==> config.mk <==
export PLATFORM = sky130hd
export DESIGN_NAME = manch_word_enc
export DESIGN_NICKNAME = d
export VERILOG_FILES = /design/src/rtl/manch_enc_pkg.sv /design/src/rtl/manch_enc_div.sv /design/src/rtl/manch_enc_seq.sv /design/src/rtl/manch_enc_shape.sv /design/src/rtl/manch_word_enc.sv
export SDC_FILE = /design/constraint.sdc
export NUM_CORES = 1
export LEC_CHECK = 0
export ABC_AREA = 1
export BUFFER_PORTS_ARGS = -buffer_cell sky130_fd_sc_hd__buf_4
export CORE_ASPECT_RATIO = 1.1
export CORE_MARGIN = 1
export CORE_UTILIZATION = 49
export CTS_CLUSTER_DIAMETER = 150
export DETAILED_ROUTE_END_ITERATION = 12
export PLACE_DENSITY = 0.7
export SLEW_MARGIN = 20
export SYNTH_ARGS = -nofsm -noshare
export SYNTH_HDL_FRONTEND = slang
export SYNTH_HIERARCHICAL = 1
export SYNTH_SLANG_ARGS = --single-unit
==> constraint.sdc <==
create_clock -name enc_clk -period 1.8 [get_ports enc_clk]
set_clock_uncertainty 0.15 [all_clocks]
set_input_delay 0.27 -clock enc_clk [delete_from_list [all_inputs] [get_ports enc_clk]]
set_output_delay 0.27 -clock enc_clk [all_outputs]
set_load 0.03 [all_outputs]
==> src/rtl/manch_enc_pkg.sv <==
package manch_enc_pkg;

  typedef enum logic [1:0] {
    SEG_SYNC = 2'd0,
    SEG_DATA = 2'd1,
    SEG_PAR  = 2'd2
  } seg_e;

  // Which part of the frame a half-cell index falls in.
  function automatic seg_e seg_of(input int unsigned h,
                                  input int unsigned sync_halves,
                                  input int unsigned data_bits);
    if (h < 2 * sync_halves) return SEG_SYNC;
    if (h < 2 * sync_halves + 2 * data_bits) return SEG_DATA;
    return SEG_PAR;
  endfunction

  // Line level (1 = positive) during the synchronizing character.
  function automatic logic sync_level(input int unsigned h,
                                      input int unsigned sync_halves,
                                      input logic cmd);
    logic early;
    early = (h < sync_halves);
    return cmd ? early : ~early;
  endfunction

  // Manchester symbol: the bit value, then its complement.
  function automatic logic cell_level(input logic bit_val, input logic second_half);
    return bit_val ^ second_half;
  endfunction

  // Parity bit that makes the total count of ones odd.
  function automatic logic odd_fill(input logic xor_acc);
    return ~xor_acc;
  endfunction

endpackage

==> src/rtl/manch_enc_div.sv <==
module manch_enc_div #(
  parameter int unsigned DIV = 6
) (
  input  logic clk,
  input  logic rst,
  output logic div_clk
);
  localparam int unsigned CW = (DIV > 2) ? $clog2(DIV) : 1;

  logic [CW-1:0] cnt_q;
  logic          wrap;
  logic          half;

  assign wrap = (cnt_q == CW'(DIV - 1));
  assign half = (cnt_q == CW'(DIV / 2 - 1));

  always_ff @(posedge clk or posedge rst) begin
    if (rst) begin
      cnt_q   <= '0;
      div_clk <= 1'b0;
    end else begin
      cnt_q <= wrap ? '0 : cnt_q + CW'(1);
      if (wrap || half) div_clk <= ~div_clk;
    end
  end
endmodule

==> src/rtl/manch_enc_seq.sv <==
module manch_enc_seq #(
  parameter int unsigned HALVES = 40,
  parameter int unsigned HW     = 6
) (
  input  logic          clk,
  input  logic          rst,
  input  logic          enc_en,
  input  logic          sync_sel,
  output logic          active_q,
  output logic [HW-1:0] hc_q,
  output logic          cmd_q,
  output logic          nxt_active,
  output logic [HW-1:0] nxt_hc,
  output logic          nxt_cmd,
  output logic          frame_start
);
  logic boundary;

  assign boundary    = !active_q || (hc_q == HW'(HALVES - 1));
  assign frame_start = boundary && enc_en;

  always_comb begin
    nxt_active = boundary ? enc_en : 1'b1;
    nxt_hc     = boundary ? '0 : hc_q + HW'(1);
    nxt_cmd    = boundary ? sync_sel : cmd_q;
  end

  always_ff @(posedge clk or posedge rst) begin
    if (rst) begin
      active_q <= 1'b0;
      hc_q     <= '0;
      cmd_q    <= 1'b0;
    end else begin
      active_q <= nxt_active;
      hc_q     <= nxt_hc;
      cmd_q    <= nxt_cmd;
    end
  end
endmodule

==> src/rtl/manch_enc_shape.sv <==
module manch_enc_shape
  import manch_enc_pkg::*;
#(
  parameter int unsigned DATA_BITS   = 16,
  parameter int unsigned SYNC_HALVES = 3,
  parameter int unsigned HW          = 6
) (
  input  logic          clk,
  input  logic          rst,
  input  logic          nxt_active,
  input  logic [HW-1:0] nxt_hc,
  input  logic          nxt_cmd,
  input  logic          frame_start,
  input  logic          ser_in,
  output logic          pos_q,
  output logic          neg_q,
  output logic          shift_q,
  output logic          take_bit
);
  seg_e nseg;
  logic second;
  logic lvl;
  logic bit_q;
  logic acc_q;

  assign nseg     = seg_of(32'(nxt_hc), SYNC_HALVES, DATA_BITS);
  assign second   = nxt_hc[0];
  assign take_bit = nxt_active && (nseg == SEG_DATA) && !second;

  always_comb begin
    case (nseg)
      SEG_SYNC: lvl = sync_level(32'(nxt_hc), SYNC_HALVES, nxt_cmd);
      SEG_DATA: lvl = second ? cell_level(bit_q, 1'b1) : cell_level(ser_in, 1'b0);
      default:  lvl = cell_level(odd_fill(acc_q), second);
    endcase
  end

  always_ff @(posedge clk or posedge rst) begin
    if (rst) begin
      pos_q   <= 1'b0;
      neg_q   <= 1'b0;
      shift_q <= 1'b0;
      bit_q   <= 1'b0;
      acc_q   <= 1'b0;
    end else begin
      pos_q   <= nxt_active & lvl;
      neg_q   <= nxt_active & ~lvl;
      shift_q <= take_bit;
      if (take_bit) bit_q <= ser_in;
      if (frame_start) acc_q <= 1'b0;
      else if (take_bit) acc_q <= acc_q ^ ser_in;
    end
  end
endmodule

==> src/rtl/manch_word_enc.sv <==
module manch_word_enc #(
  parameter int unsigned DATA_BITS   = 16,
  parameter int unsigned SYNC_HALVES = 3,
  parameter int unsigned DIV_RATIO   = 6
) (
  input  logic enc_clk,
  input  logic mreset,
  input  logic sync_sel,
  input  logic enc_en,
  input  logic ser_in,
  input  logic line_inhibit_n,
  output logic shift_clk,
  output logic pos_n,
  output logic neg_n,
  output logic div6_clk
);
  localparam int unsigned HALVES = 2 * SYNC_HALVES + 2 * DATA_BITS + 2;
  localparam int unsigned HW     = $clog2(HALVES);

  logic          active_q;
  logic [HW-1:0] hc_q;
  logic          cmd_q;
  logic          nxt_active;
  logic [HW-1:0] nxt_hc;
  logic          nxt_cmd;
  logic          frame_start;
  logic          pos_q;
  logic          neg_q;
  logic          take_bit;

  manch_enc_seq #(.HALVES(HALVES), .HW(HW)) u_seq (
    .clk(enc_clk), .rst(mreset), .enc_en(enc_en), .sync_sel(sync_sel),
    .active_q(active_q), .hc_q(hc_q), .cmd_q(cmd_q),
    .nxt_active(nxt_active), .nxt_hc(nxt_hc), .nxt_cmd(nxt_cmd),
    .frame_start(frame_start)
  );

  manch_enc_shape #(.DATA_BITS(DATA_BITS), .SYNC_HALVES(SYNC_HALVES), .HW(HW)) u_shape (
    .clk(enc_clk), .rst(mreset), .nxt_active(nxt_active), .nxt_hc(nxt_hc),
    .nxt_cmd(nxt_cmd), .frame_start(frame_start), .ser_in(ser_in),
    .pos_q(pos_q), .neg_q(neg_q), .shift_q(shift_clk), .take_bit(take_bit)
  );

  manch_enc_div #(.DIV(DIV_RATIO)) u_div (
    .clk(enc_clk), .rst(mreset), .div_clk(div6_clk)
  );

  assign pos_n = ~(pos_q & line_inhibit_n);
  assign neg_n = ~(neg_q & line_inhibit_n);
endmodule

Word-level counts from Yosys, hierarchy flattened
Cells that the tools add are included.
- register bits after elaboration: 17
- input bits: 6
- output and inout port bits: 4
- word-level logic and storage cells: 57
- add/sub/neg operators: 2
- order comparisons: 3
- eq/ne operators: 4
- multiplexer cells: 16
- bitwise gates (word level): 13
- reduce and logical (&&, ||, !) cells: 9
- operators by type and width (kind ; number):
    $mux 1 ; 9
    $mux 2 ; 4
    $not 1->1 ; 7
    $add 6x1->6 const B ; 1
    $eq 6x6->1 const B ; 1
    $lt 6x2->1 const B ; 1
    $lt 6x3->1 const B ; 1
    $lt 6x6->1 const B ; 1
    $mux 6 ; 1
    $and 1x1->1 ; 4
    $add 3x1->3 const B ; 1
    $eq 3x2->1 const B ; 1
    $eq 3x3->1 const B ; 1
    $logic_and 1x1->1 ; 3
    $mux 3 ; 1
    $eq 2x1->1 const B ; 1
    $logic_not 1->1 ; 2
    $logic_not 2->1 ; 1
    $logic_or 1x1->1 ; 2
    $pmux 1 s2 ; 1
    $reduce_bool 2->1 ; 1
    $xor 1x1->1 ; 2

Logic depth before layout (Yosys ltp)
Gate-level depths: netlist of the first run.
- depth in word-level cells: 13
- mapped depth: 13
- mapped depth without buffers: 13

By module
Netlist of the first run, hierarchy kept.
- by module, submodules not included (module ; instances ; cells each ; area an instance (um^2)):
    manch_enc_seq ; 1 ; 43 ; 379.1
    manch_enc_shape ; 1 ; 42 ; 312.8
    manch_enc_div ; 1 ; 22 ; 172.7
    manch_word_enc ; 1 ; 2 ; 7.5

Worst setup path after synthesis of the first run
No wires, ideal clock.
- kind: reg-to-reg
- start point: register u_seq.hc_q[0]
- end point: register u_shape.pos_q
- setup time: 113 ps
- arrival: 1604 ps
- required time: 1537 ps
- path slack: -67 ps
- stages on the path, launching flop included: 14
- buffers on the path: 0
- cell sequence: dfrtp_1 > ha_1 > nand2_2 > clkinv_2 > nand3_2 > nand2_4 > nor2_1 > nand2_1 > nand2_1 > nand2_1 > nand3_1 > nand3_2 > nand2_1 > inv_1
- cells in the longest elaborated chain, start to end: 11
- elaborated cells on any way between the ends: 23
- those cells by class: 1 x add/sub; 3 x order compare; 2 x eq/ne; 12 x mux; 3 x bitwise; 2 x reduce/logical
- RTL lines (what ; RTL line ; text):
    from (decl) ; manch_enc_seq.sv:10 ; output logic [HW-1:0] hc_q,
    from (signal assigned) ; manch_enc_seq.sv:35 ; hc_q <= nxt_hc;
    parallel branches: the longest is 2 deep, another holds $add 6x1->6 ; -- ;
    $mux 6 * ; manch_enc_seq.sv:24 ; nxt_hc = boundary ? '0 : hc_q + HW'(1);
    net nxt_hc[0] ; manch_word_enc.sv:24 ; logic [HW-1:0] nxt_hc;
    $lt 6x6->1 ; manch_enc_pkg.sv:14 ; if (h < 2 * sync_halves + 2 * data_bits) return SEG_DATA;
    $mux 1 (2 in series) ; manch_enc_pkg.sv:14 ;
    $mux 2 ; manch_enc_pkg.sv:15 ; return SEG_PAR;
    $mux 2 ; manch_enc_pkg.sv:14 ;
    $eq 2x1->1 / $logic_not 2->1 (equally long branches) ; manch_enc_shape.sv:31 ; case (nseg)
    $pmux 1 s2 * ; manch_enc_shape.sv:31 ;
    $and 1x1->1 * ; manch_enc_shape.sv:46 ; pos_q <= nxt_active & lvl;
    to (signal assigned) ; manch_enc_shape.sv:46 ;
    to (decl) ; manch_enc_shape.sv:15 ; output logic pos_q,
Mark *: on every way through the listed nets, which the timed path passes. The select of a mux whose other input is x is not followed.
A chain may end at the register's enable or synchronous reset.

Worst setup path in the final report of the first run
Same ends and word-level chain as after synthesis.

==> flow_summary.ini, run 1 <==
[pwr]
p_per_area_mw_per_mm2 = 1400
power_w = 0.00173
leakagePower_nw = 0.672
max-vdd-ir-drop_uv = 1010

[placed_design]
gp_congestion = 0.768
place_ws_ns = -0.166
postPlaceCellArea_mm2 = 0.00103
dp_hpwl_um = 1300
port-buffer-count = 9

[clocking]
root_buffer = clkbuf_4
clock_path_buffers = 2
htree_levels = 1
cts.clk_slew.worst_paths_ns = 0.10
clkLatencyLatePin_ns = 0.29
cts_sinks = 17
cts_made_buffers = 3
cts_tree = done

[synthesis]
syn_area_um2 = 872
netlist-cell-type-count = 18
syn_inst = 109
synth_warnings = 6
ys_seq_elements = 17
synth_nets = 116
avgSynthCellArea_um2 = 8.00
synth_seq_area_share_pct = 48.8

[critical_path]
r2r_slack_ns = -0.02
cp_max_fo = 7
r2r_cells = 13
crit_type = reg -> reg
slowest_delay_ns = 0.43
critPathLaunchType = flop
arrival_ns = 1.87
crit_chain = ha_4 -> nand2_4 -> clkinv_4 -> nand3_4 -> nand2_8 -> nor2_4 -> nand2_4 -> nand2_4 -> nand2_4 -> nand3_2 -> nand3_2 -> nand2_1 -> inv_1
end_kind = flop
cp_common_cell = nand2_4
cp_slowest_cell = dfrtp_1
worstPathRequired_ns = 1.85

[finish]
largestRegisters = u_seq/hc_q (6), u_div/cnt_q (3)
largest_reg_flops = 6
drive_gt1_share_pct = 40.4
fin_area_mm2 = 0.00124
fillers = 110
largest_register = u_seq/hc_q
antenna_cells = 0
fin_nets = 144
syn_to_final_growth_pct = 41.9

[timing]
rsz0062_at_grt = true
slew_headroom_pct = 79.4
max_freq_mhz = 550
period_needed_ns = 1.82
setup_viol = 3
slew_viol_final = 0
fin_crit_sh_pct = 101
finalHoldViolCount = 0
timing.final.ws_setup_ns = -0.0195
tightestPinTransition_ns = 0.308

[hold_path]
whs_path_depth = 3
hp-class = in -> reg

[global_routing]
grt_pass1_vias = 699
grt_max_degree = 11
grt_use_total_pct = 20.2
grt_pass1_wl_um = 2880
gr-total-overflow = 0
antenna_found_initial = 0

[floorplanning]
start_util_pct = 54.0
fp-row-count = 15
die_w_um = 42.2
core_mm2 = 0.00161
io_pins = 10
die_area_mm2 = 0.00195
die_y_um = 46.2

[status]
status = finished, violations left
violations = negative setup slack

[routing]
dr_wl_met3_um = 20
drtPass1Iterations = 4
vias = 755
dr.max_layer_used = met4
drcViolationCount = 0
avgViaCountPerCell = 4.93
met2WireLength_um = 970
ant_nets = 0
wl_per_cell_um = 11.9
drtIter0Drc = 16
met1_length_um = 824
wl_um = 1830

[flow_run]
drv_cap = 0
[layer usage]
metal,vias up,global-route usage [%]
met1,360,23.8
met2,3,36.3
met3,2,3.53
li1,390,-
met5,-,0
met4,0,9.38
[placed cells by master, fill, tap and decap left out]
cell type / count
a21oi_1: 2
a21oi_4: 1
buf_4: 22
clkbuf_4: 3
clkinv_2: 1
clkinv_4: 1
dfrtp_1: 17
dlygate4sd3_1: 1
ha_4: 1
inv_1: 17
inv_2: 1
inv_4: 1
nand2_1: 23
nand2_2: 4
nand2_4: 4
nand2_8: 1
nand3_1: 6
nand3_2: 6
nand3_4: 2
nand3b_1: 2
nor2_1: 8
nor2_2: 2
nor2_4: 5
o21ai_0: 1
o21bai_1: 1
xnor2_1: 1
xor2_1: 2
[Yosys cell counts]
master    instances  area [µm²]
a21oi_1           3        15.0
clkinv_2          1        5.00
dfrtp_1          17         425
ha_1              1        12.5
inv_1            18        67.6
inv_2             1        3.75
nand2_1          27         101
nand2_2           4        25.0
nand2_4           1        11.3
nand3_1          10        50.1
nand3_2           4        40.0
nand3b_1          2        15.0
nor2_1           13        48.8
nor2_2            2        12.5
o21ai_0           1        5.00
o21bai_1          1        7.51
xnor2_1           1        8.76
xor2_1            2        17.5
[critical path, delay by kind of cell (launching register included)]
kind          cells  cell delay, ns
simple gates     10            0.86
fa+ha+maj         1            0.19
buf+inv           2            0.09
flops             1            0.43
[per-stage QoR]
| stage | util, % | hold WS (ns) | TNS (ns) | std cells |
|---|---|---|---|---|
| floorplan | - | -0.114 | -0.00825 | 109 |
| global placement | 63.6 | 0.0330 | -0.117 | 143 |
| detailed placement | 63.6 | 0.0306 | -0.614 | 143 |
| CTS | 69.8 | 0.0480 | -0.126 | 149 |
| global route | 76.7 | 0.0468 | -0.422 | 153 |
| finish | 76.7 | 0.0523 | -0.0389 | 153 |
[worst paths after layout]
| check | end | start |
|---|---|---|
| max in group asynchronous | u_seq/cmd_q$_DFF_PP0_ | mreset |
| worst min-delay path | u_shape/bit_q$_DFFE_PP0P_ | ser_in |
| worst min register to register | u_div/cnt_q[0]$_DFF_PP0_ | u_div/cnt_q[0]$_DFF_PP0_ |
| worst max register to register | u_shape/pos_q$_DFF_PP0_ | u_seq/hc_q[0]$_DFF_PP0_ |
| worst max-delay path | u_shape/pos_q$_DFF_PP0_ | u_seq/hc_q[0]$_DFF_PP0_ |
| min in group asynchronous | u_div/div_clk$_DFFE_PP0P_ | mreset |
[area by class of cell]
| cell class | instances | area, µm² | share of cell area (%) |
|---|---|---|---|
| multi-input combinational | 72 | 505 | 40.8 |
| tap | 17 | 21.3 | 1.72 |
| clock inverter | 1 | 5.00 | 0.404 |
| clock buffer | 3 | 22.5 | 1.82 |
| sequential | 17 | 425 | 34.4 |
| inverter | 20 | 82.6 | 6.67 |
| timing repair buffer | 23 | 175 | 14.2 |
[report_power, final]
part	total, W	switching, W	internal (W)
logic	0.000957	0.000566	0.000391
clock network	0.000204	0.000121	0.0000826
registers	0.000569	0.0000784	0.000490
[kinds of logic after synthesis]
group | share of synthesized area, %
adders and majority gates | 1.43
xor gates and xnor gates | 3.01
DFF | 48.8
buffers and inverters | 8.75
AOI/OAI and AO/OA | 3.16
and+or+nand+nor | 34.9
[repair_timing]
item                                    CTS  global route
resized for setup                        13            17
endpoints found under the setup margin    5             5
buffers inserted                          1             4
hold buffers                              1             0
pin swaps                                 8             9
endpoints found under the hold margin    17             0
No activity file was read; power rests on OpenSTA's default activity.
==> run 2: changes to the inputs <==
CORE_UTILIZATION = 50   (was 49)
PLACE_DENSITY = 0.71   (was 0.7)
SYNTH_HIERARCHICAL = default   (was 1)
==> flow_summary.ini, run 2 <==
[status]
status = completed

[pwr]
p_comb_share_pct = 58.2
p_per_area_mw_per_mm2 = 1810
cell_internal_pwr_w = 0.00109
pwr-share-clk_pct = 9.6
leakagePower_nw = 0.607
swShare_pct = 46.8
seqPwrFrac_pct = 32.3
net-switching-power_w = 0.000960
max-vdd-ir-drop_uv = 890

[finish]
layout_commonest_cell = nand2_1
final_cell_mix = 26 x nand2_1, 17 x inv_1, 17 x dfrtp_1, 12 x nor2_1, 12 x buf_4
largest_reg_flops = 6
largest_register = u_seq.hc_q
area.sequential_um2 = 425
finish.utilization_pct = 63.5
drive_gt1_share_pct = 30.6
antenna_cells = 0
fin_nets = 142
syn_to_final_growth_pct = 19.9
multi_input_area_um2 = 478
largestRegisters = u_seq.hc_q (6), u_div.cnt_q (3)
fillers = 163

[routing]
drtPass1Iterations = 4
drcViolationCount = 0
vias = 763
avgViaCountPerCell = 5.02
wl_um = 1720
wl_per_cell_um = 11.3
drtIter0Drc = 18
ant_nets = 0

[hold_path]
hp-class = in -> reg
hold_end = u_seq.active_q$_DFF_PP0_
min_from = enc_en
whs_path_depth = 3

[synthesis]
yosysTopAreaCellShare_pct = 45.1
avgSynthCellArea_um2 = 8.06
synth_nets = 124
ys_seq_elements = 17
synth_warnings = 0
yosys-top-cells-area = dfrtp_1 45%, nand2_1 11%, inv_1 6.8%
synth_top_area_cell = dfrtp_1
synth_seq_area_share_pct = 45.1
syn_area_um2 = 943
async_flop_share_pct = 100
syn_inst = 117
synth.most_common_cell = nand2_1
synthFlopType = dfrtp_1
netlist-cell-type-count = 21
synth_commonest_cells = 27 x nand2_1, 17 x dfrtp_1, 17 x inv_1
synth-edff-count = 0

[critical_path]
end_kind = flop
r2r_slack_ns = 0.05
timing.rr.end = u_shape.pos_q$_DFF_PP0_
worstPathRequired_ns = 1.83
r2r_cells = 11
critPathLaunchType = flop
r2r_start = u_seq.hc_q[0]$_DFF_PP0_
arrival_ns = 1.77
crit_type = reg -> reg
cp_max_fo = 5

[global_routing]
grt_pass1_vias = 652
antenna_found_initial = 0
gr-total-overflow = 0
grt_use_total_pct = 18.4
grt_max_degree = 18
grt_pass1_wl_um = 2700

[floorplanning]
io_pins = 10
die_w_um = 43.4
die_area_mm2 = 0.00206
die_y_um = 47.6
start_util_pct = 52.9
fp-row-count = 16
core_mm2 = 0.00178

[timing]
tightestPinTransition_ns = 0.636
slew_viol_final = 0
finalHoldViolCount = 0
setup_viol = 0
max_freq_mhz = 572
hold_ws_ns = 0.0507
fin_crit_sh_pct = 97.1
rsz0062_at_grt = true
period_needed_ns = 1.75
slew_headroom_pct = 57.6

[placed_design]
port-buffer-count = 9
dp_hpwl_um = 1320
gp_congestion = 0.805

[clocking]
clkLatencyLatePin_ns = 0.28
root_buffer = clkbuf_4
htree_levels = 1
clock_path_buffers = 2
cts_sinks = 17
cts.clk_slew.worst_paths_ns = 0.10
cts_tree = done
cts_made_buffers = 3

[flow_run]
drv_cap = 0
[run 2: changes by cell type after synthesis, moves of 2 or more]
cell,change
nand4_1,+4
inv_2,+3
a21oi_1,-2
nand3b_1,-2
nor2_2,+2
nor2_4,+2
[run 2: kinds of logic after synthesis]
family | Yosys count | share of synthesized area, %
XOR/XNOR | 3 | 2.79
flip-flops | 17 | 45.1
adder cells (fa/ha/maj) | 1 | 1.33
AO/OA/AOI/OAI | 6 | 3.98
buffers and inverters | 21 | 8.35
AND/OR/NAND/NOR | 69 | 38.5
[run 2: final cells by class]
| class | instances | share of cell area, % |
|---|---|---|
| inverter | 21 | 6.97 |
| clock buffer | 4 | 2.32 |
| tap | 18 | 1.99 |
| multi-input combinational | 79 | 42.3 |
| timing repair buffer | 13 | 8.85 |
| sequential | 17 | 37.6 |
[run 2: power groups by stage]
stage               logic, W  clock network [W]  registers, W
floorplan           0.000844                  0      0.000662
global placement     0.00106                  0      0.000643
detailed placement   0.00108                  0      0.000657
CTS                  0.00111           0.000201      0.000650
global route         0.00135           0.000221      0.000677
finish               0.00119           0.000196      0.000662
[run 2: worst max-delay path: stages (launching register included)]
cell     delay (ns)
dfrtp_1        0.43
ha_4           0.19
nand3_1        0.07
nand2_1        0.07
nand2_2        0.11
inv_1          0.05
nand2_1        0.09
nand4_1        0.17
nand3_2        0.11
nand2_1        0.05
nor2_1         0.11
nor2_1         0.05
[run 2: what timing repair did]
action                                  CTS  global route
hold buffers                              1             0
cloned                                    0             0
gates resized for setup                   3             6
setup buffers                             0             1
endpoints found under the hold margin    17             0
endpoints found under the setup margin    5             4
[run 2: through the flow]
stage,setup WS (ns),power [W],area (µm²),instances,TNS [ns]
after floorplan,0.0442,0.00151,943,117,0
after global placement,-0.103,0.00170,1050,146,-0.260
after detailed placement,-0.159,0.00174,1050,146,-0.436
after CTS,0.0111,0.00196,1100,151,0
after global routing,-0.0903,0.00224,1130,152,-0.280
final,0.0518,0.00205,1130,152,0
[run 2: per-layer routing]
layer  global-route usage [%]  share of wire [%]  wire [µm]
met1                     20.6                 42        728
met2                     35.2                 55        949
met3                     3.40                1.9         32
met4                     7.50               0.70         12
met5                        0                  0          0
[run 2: worst max-delay path by stage]
stage                                       start                       to  slack, ns  cells after the start
after global placement    u_seq.hc_q[0]$_DFF_PP0_  u_shape.pos_q$_DFF_PP0_      -0.10                     11
after CTS                 u_seq.hc_q[1]$_DFF_PP0_  u_shape.pos_q$_DFF_PP0_       0.01                     10
after detailed placement  u_seq.hc_q[1]$_DFF_PP0_  u_shape.pos_q$_DFF_PP0_      -0.16                     11
final                     u_seq.hc_q[0]$_DFF_PP0_  u_shape.pos_q$_DFF_PP0_       0.05                     11
after floorplan           u_seq.hc_q[0]$_DFF_PP0_  u_shape.pos_q$_DFF_PP0_       0.04                     11
after global routing      u_seq.hc_q[0]$_DFF_PP0_  u_shape.pos_q$_DFF_PP0_      -0.09                     12
